--- src/rtl/bf16cvt_pkg.sv ---
package bf16cvt_pkg;

  localparam int EXP_W      = 8;
  localparam int SRC_FRAC_W = 23;
  localparam int DST_FRAC_W = 7;
  localparam int SRC_W      = 1 + EXP_W + SRC_FRAC_W;
  localparam int DST_W      = 1 + EXP_W + DST_FRAC_W;
  localparam int MAG_W      = EXP_W + DST_FRAC_W;
  localparam int DROP_W     = SRC_FRAC_W - DST_FRAC_W;

  typedef enum logic [1:0] {
    RND_NEAR_EVEN = 2'b00,
    RND_TO_ZERO   = 2'b01,
    RND_TO_POS    = 2'b10,
    RND_TO_NEG    = 2'b11
  } roundMode_e;

  // Strobes passed from the control decode to the datapath
  typedef struct packed {
    logic selNan;    // input is a NaN
    logic selInf;    // input is an infinity
    logic selFlush;  // input exponent is zero: emit signed zero
    logic incMag;    // add one ulp to the kept magnitude
    logic atTop;     // finite input sits in the top bfloat16 binade slot
    logic lostBits;  // some discarded bit was nonzero
  } cvtStrobes_t;

endpackage

--- src/rtl/bf16cvt_ctrl.sv ---
module bf16cvt_ctrl
  import bf16cvt_pkg::*;
(
  input  logic                  signBit,
  input  logic [EXP_W-1:0]      expField,
  input  logic [SRC_FRAC_W-1:0] fracField,
  input  logic [1:0]            modeSel,
  output cvtStrobes_t           strobes
);

  localparam logic [EXP_W-1:0] EXP_TOP_FINITE = {{(EXP_W-1){1'b1}}, 1'b0};

  logic       expAllOnes;
  logic       expAllZero;
  logic       fracNonZero;
  logic       keptLsb;
  logic       guardBit;
  logic       stickyBit;
  logic       tailNonZero;
  logic       keptAllOnes;
  logic       isNormal;
  logic       wantUp;
  roundMode_e mode;

  assign mode        = roundMode_e'(modeSel);
  assign expAllOnes  = &expField;
  assign expAllZero  = ~|expField;
  assign fracNonZero = |fracField;
  assign keptLsb     = fracField[DROP_W];
  assign guardBit    = fracField[DROP_W-1];
  assign stickyBit   = |fracField[DROP_W-2:0];
  assign tailNonZero = |fracField[DROP_W-1:0];
  assign keptAllOnes = &fracField[SRC_FRAC_W-1:DROP_W];
  assign isNormal    = !expAllOnes && !expAllZero;

  always_comb begin
    unique case (mode)
      RND_NEAR_EVEN: wantUp = guardBit && (stickyBit || keptLsb);
      RND_TO_ZERO:   wantUp = 1'b0;
      RND_TO_POS:    wantUp = tailNonZero && !signBit;
      RND_TO_NEG:    wantUp = tailNonZero && signBit;
      default:       wantUp = 1'b0;
    endcase
  end

  always_comb begin
    strobes.selNan   = expAllOnes && fracNonZero;
    strobes.selInf   = expAllOnes && !fracNonZero;
    strobes.selFlush = expAllZero;
    strobes.incMag   = isNormal && wantUp;
    strobes.atTop    = isNormal && (expField == EXP_TOP_FINITE) && keptAllOnes;
    strobes.lostBits = expAllZero ? fracNonZero : tailNonZero;
  end

endmodule

--- src/rtl/bf16cvt_datapath.sv ---
module bf16cvt_datapath
  import bf16cvt_pkg::*;
(
  input  logic                  signBit,
  input  logic [EXP_W-1:0]      expField,
  input  logic [SRC_FRAC_W-1:0] fracField,
  input  cvtStrobes_t           strobes,
  output logic [DST_W-1:0]      result,
  output logic                  inexactFlag,
  output logic                  overflowFlag
);

  localparam logic [DST_FRAC_W-1:0] QUIET_BIT = {1'b1, {(DST_FRAC_W-1){1'b0}}};

  logic [DST_FRAC_W-1:0] keptFrac;
  logic [MAG_W-1:0]      magTrunc;
  logic [MAG_W-1:0]      magRounded;
  logic                  isSpecial;

  assign keptFrac   = fracField[SRC_FRAC_W-1:DROP_W];
  assign magTrunc   = {expField, keptFrac};
  // Carry out of the fraction walks into the exponent; from the top
  // finite slot it lands on the all-ones exponent with a clear fraction.
  assign magRounded = magTrunc + {{(MAG_W-1){1'b0}}, strobes.incMag};
  assign isSpecial  = strobes.selNan || strobes.selInf;

  always_comb begin
    if (strobes.selNan) begin
      result = {signBit, {EXP_W{1'b1}}, keptFrac | QUIET_BIT};
    end else if (strobes.selInf) begin
      result = {signBit, {EXP_W{1'b1}}, {DST_FRAC_W{1'b0}}};
    end else if (strobes.selFlush) begin
      result = {signBit, {MAG_W{1'b0}}};
    end else begin
      result = {signBit, magRounded};
    end
  end

  assign inexactFlag  = !isSpecial && strobes.lostBits;
  assign overflowFlag = strobes.atTop && strobes.lostBits;

endmodule

--- src/rtl/fp32_to_bf16_cvt.sv ---
module fp32_to_bf16_cvt
  import bf16cvt_pkg::*;
#(
  parameter bit OUT_REG = 1'b1
) (
  input  logic        clk,
  input  logic        rstN,
  input  logic [31:0] fpIn,
  input  logic [1:0]  roundMode,
  output logic [15:0] bfOut,
  output logic        inexact,
  output logic        overflow
);

  logic                  signBit;
  logic [EXP_W-1:0]      expField;
  logic [SRC_FRAC_W-1:0] fracField;
  cvtStrobes_t           strobes;
  logic [DST_W-1:0]      resultComb;
  logic                  inexactComb;
  logic                  overflowComb;

  assign signBit   = fpIn[SRC_W-1];
  assign expField  = fpIn[SRC_W-2 -: EXP_W];
  assign fracField = fpIn[SRC_FRAC_W-1:0];

  bf16cvt_ctrl u_ctrl (
    .signBit   (signBit),
    .expField  (expField),
    .fracField (fracField),
    .modeSel   (roundMode),
    .strobes   (strobes)
  );

  bf16cvt_datapath u_dp (
    .signBit      (signBit),
    .expField     (expField),
    .fracField    (fracField),
    .strobes      (strobes),
    .result       (resultComb),
    .inexactFlag  (inexactComb),
    .overflowFlag (overflowComb)
  );

  generate
    if (OUT_REG) begin : g_outReg
      always_ff @(posedge clk or negedge rstN) begin
        if (!rstN) begin
          bfOut    <= '0;
          inexact  <= 1'b0;
          overflow <= 1'b0;
        end else begin
          bfOut    <= resultComb;
          inexact  <= inexactComb;
          overflow <= overflowComb;
        end
      end
    end else begin : g_outComb
      assign bfOut    = resultComb;
      assign inexact  = inexactComb;
      assign overflow = overflowComb;
    end
  endgenerate

endmodule

--- config.mk ---
export PLATFORM = sky130hd
export DESIGN_NAME = fp32_to_bf16_cvt
export DESIGN_NICKNAME = d
export VERILOG_FILES = /design/src/rtl/bf16cvt_pkg.sv /design/src/rtl/bf16cvt_ctrl.sv /design/src/rtl/bf16cvt_datapath.sv /design/src/rtl/fp32_to_bf16_cvt.sv
export SDC_FILE = /design/constraint.sdc
export NUM_CORES = 1
export LEC_CHECK = 0
export BUFFER_PORTS_ARGS = -buffer_cell sky130_fd_sc_hd__buf_2
export CELL_PAD_IN_SITES_DETAIL_PLACEMENT = 0
export CELL_PAD_IN_SITES_GLOBAL_PLACEMENT = 1
export CORE_UTILIZATION = 35
export DETAILED_ROUTE_END_ITERATION = 10
export GPL_ROUTABILITY_DRIVEN = 0
export PLACE_DENSITY_LB_ADDON = 0.1
export SLEW_MARGIN = 10
export SYNTH_ARGS = -nofsm -noshare
export SYNTH_HDL_FRONTEND = slang
export SYNTH_HIERARCHICAL = 1
export SYNTH_SLANG_ARGS = --single-unit
--- constraint.sdc ---
create_clock -name clk -period 0.9 [get_ports clk]
set_input_delay 0.045 -clock clk [delete_from_list [all_inputs] [get_ports clk]]
set_output_delay 0.045 -clock clk [all_outputs]
set_load 0.02 [all_outputs]
==> results.sh <==
export IMPL_ys_top_cells_by_area="dfrtp_1, xnor2_1, nor3_1"
export IMPL_crit_fanout=3
export IMPL_detail_route_antenna_nets=0
export IMPL_cap_violations=0
export IMPL_critPathMaxStageDelay_ns=0.54
export IMPL_fin_cells=256
export IMPL_cts_tree="done"
export IMPL_hpwl_um=2380
export IMPL_fmax_ghz=0.582
export IMPL_met2_length_um=1770
export IMPL_cts_sinks=18
export IMPL_failed_checks="setup timing"
export IMPL_yosysSeqAreaShare_pct=40.0
export IMPL_critPathSlowestCell="or4_4"
export IMPL_cts_buffers_inserted=3
export IMPL_io_buffer_count=53
export IMPL_cp_end_kind="flip-flop"
export IMPL_ir_drop_uv=433
export IMPL_power_leakage_nw=0.895
export IMPL_period_share_pct=191
export IMPL_dieArea_sq_mm=0.00345
export IMPL_synth_top_cell_by_area="dfrtp_1"
export IMPL_cts_root_buf="clkbuf_4"
export IMPL_yosysTopAreaCellShare_pct=40.0
export IMPL_hold_violations=0
export IMPL_swShare_pct=28.0
export IMPL_htree_num_levels=1
export IMPL_die_w_um=58.7
export IMPL_grt_usage_pct=19.2
export IMPL_fin_nets=251
export IMPL_boundaryPins=54
export IMPL_drive_above_1_share_pct=63.2
export IMPL_crit_start="fpIn[27]"
export IMPL_critical_path_arrival_ns=1.90
export IMPL_drt_pass1_iter_count=4
export IMPL_post_drt_wl_per_cell_um=12.9
export IMPL_drtIter0Drc=35
export IMPL_ys_ff_latch=18
export IMPL_met3_length_um=108
export IMPL_tightestPinTransition_ns=0.358
export IMPL_vias_per_cell=4.86
export IMPL_slew_headroom_pct=76.1
export IMPL_syn_instance_count=117
export IMPL_worstSetupPathType="input pin to flip-flop"
export IMPL_path_clk_slew_ns=0.09
export IMPL_syn_to_final_growth_pct=81.9
export IMPL_nFillCells=243
export IMPL_grt_pass1_vias=1217
export IMPL_synth_cell_types=36
export IMPL_synth_flop_cell="dfrtp_1"
export IMPL_cp_start_kind="input pin"
export IMPL_p_seq_share_pct=45.4
export IMPL_clkPwrFrac_pct=24.0
export IMPL_p_int_mw=1.37
export IMPL_grt_pass1_wl_um=5080
export IMPL_setup_viol=17
export IMPL_min_path_type="input pin to flip-flop"
export IMPL_start_util_pct=36.9
export IMPL_highest_layer="met4"
export IMPL_synthArstFlopShare_pct=100
export IMPL_route_detailed_drc=0
export IMPL_grt_ovfl_total=0
export IMPL_setup_slack_ns=-0.819
export IMPL_min_period_ns=1.72
export IMPL_setup_tns_ns=-11.36
export IMPL_whs_path_depth=3
export IMPL_die_y_um=58.7
export IMPL_synth_nets=155
export IMPL_switchingPower_uw=534
export IMPL_syn_cell_area_sq_mm=0.00113
export IMPL_avgSynthCellArea_sq_um=9.62
export IMPL_drt_total_wl_um=3300
export IMPL_num_rows=20
export IMPL_n_antenna_cell=0
export IMPL_synth_edf_count=0
export IMPL_status="complete, but fails checks"
export IMPL_antenna_found_initial=0
export IMPL_rsz0062_at_grt="yes"
export IMPL_vias=1244
export IMPL_slew_violations=0
export IMPL_wl_met1_um=1400
export IMPL_p_comb_share_pct=30.6
export IMPL_core_sq_mm=0.00305
export IMPL_cp_cell_sequence="buf_6 -> or4_4 -> nor2_4 -> a21oi_2 -> nor3b_2 -> ha_2 -> ha_4 -> and3_4 -> nand3_2 -> xor2_1 -> o31ai_1"
export IMPL_power_density_mw_per_mm2=931
export IMPL_grt_max_degree=19
export IMPL_critPathRequiredTime_ns=1.08
export IMPL_dp_cells=241
export IMPL_yosys_warnings=6
export IMPL_clk_path_buf_depth=2
export IMPL_crit_end="bfOut[6]$_DFF_PN0_"
registers in the layout, summed over array words and instances, names as in the netlist:
name and flops:
bfOut 16, inexact 1, overflow 1
cell usage after synthesis (2+ instances only):
| cell | n |
|---|---|
| dfrtp_1 | 18 |
| nand3_1 | 4 |
| a21oi_1 | 2 |
| or4_4 | 2 |
| o31ai_1 | 2 |
| a31oi_1 | 3 |
| nand4_1 | 4 |
| nand2_1 | 5 |
| and2_1 | 2 |
| o21ai_0 | 7 |
| nor2_1 | 9 |
| xnor2_1 | 8 |
| nor3_1 | 10 |
| nor4_2 | 2 |
| buf_4 | 2 |
| a22o_1 | 2 |
| inv_1 | 5 |
| nor4_1 | 5 |
| nand4_4 | 2 |
| ha_1 | 2 |
| o21ai_1 | 6 |
power by group through the flow:
stage	clock [mW]	sequential (mW)	combinational, mW
2_1_floorplan	0	0.949	0.132
3_3_place_gp	0	0.880	0.500
3_5_place_dp	0	0.883	0.510
4_1_cts	0.474	0.867	0.533
5_1_grt	0.505	0.872	0.633
6_report	0.458	0.866	0.584
worst max-delay path: cells and delay by family:
kind                       cells  cell delay, ns
and+or+nand+nor                5            1.03
adders and majority gates      2            0.38
AOI/OAI and AO/OA              2            0.28
buffers and inverters          1            0.09
xor gates and xnor gates       1            0.07
cell families after synthesis:
family,Yosys count,synth area share [%]
fa+ha+maj,2,2.22
simple gates,54,33.6
xor+xnor,9,7.00
compound gates,25,13.4
flops,18,40.0
buf+inv,9,3.78
placed cells by master, fill, tap and decap left out, drive strengths merged, types with 3 or more instances in the layout:
| cell | instances |
|---|---|
| nor4 | 8 |
| a31oi | 3 |
| nand4 | 6 |
| clkbuf | 4 |
| buf | 93 |
| nand3 | 6 |
| nor3 | 10 |
| nor2 | 10 |
| o21ai | 14 |
| xnor2 | 8 |
| nand2 | 5 |
| inv | 5 |
| dfrtp | 18 |
metal layers:
layer / track usage [%] / up-vias
li1: - / 626
met4: 7.14 / 0
met1: 24.2 / 578
met5: 0 / -
met2: 34.1 / 38
met3: 1.54 / 2
repair_timing:
item                                    CTS  global route
gates cloned                              0             0
hold buffers                              1             1
buffers inserted                          4             6
endpoints found under the setup margin   17            17
pin swaps                                17            17
resized for setup                        10            25
hold endpoints to repair                 19             1
worst min-delay path by stage:
stage                          endpoint  startpoint  slack (ns)
floorplan            bfOut[0]$_DFF_PN0_        rstN       -0.25
global placement     bfOut[3]$_DFF_PN0_        rstN       -0.03
detailed placement   bfOut[6]$_DFF_PN0_        rstN       -0.02
CTS                 bfOut[15]$_DFF_PN0_    fpIn[31]       -0.01
global route         bfOut[5]$_DFF_PN0_    fpIn[21]        0.13
finish               bfOut[4]$_DFF_PN0_    fpIn[20]        0.12
final cells by class:
cell class | instances | area (sq um) | area share, %
inverters | 5 | 18.8 | 0.916
repair buffers | 95 | 654 | 31.9
well taps | 44 | 55.1 | 2.69
flip-flops and latches | 18 | 450 | 22.0
multi-input cells | 90 | 833 | 40.7
clock buffers | 4 | 36.3 | 1.77
per-stage QoR:
step	hold slack [ns]	power (mW)	instance area [sq um]	worst slack (ns)	util, %
after global placement	-0.0303	1.38	1740	-1.04	57.1
final	0.120	1.91	2050	-0.819	67.1
after detailed placement	-0.0212	1.39	1740	-1.14	57.1
after floorplan	-0.251	1.08	1220	-0.916	-
after global routing	0.125	2.01	2050	-0.882	67.1
after CTS	-0.0149	1.87	1870	-0.829	61.1
Note: power is estimated with default switching activity, not from simulation.
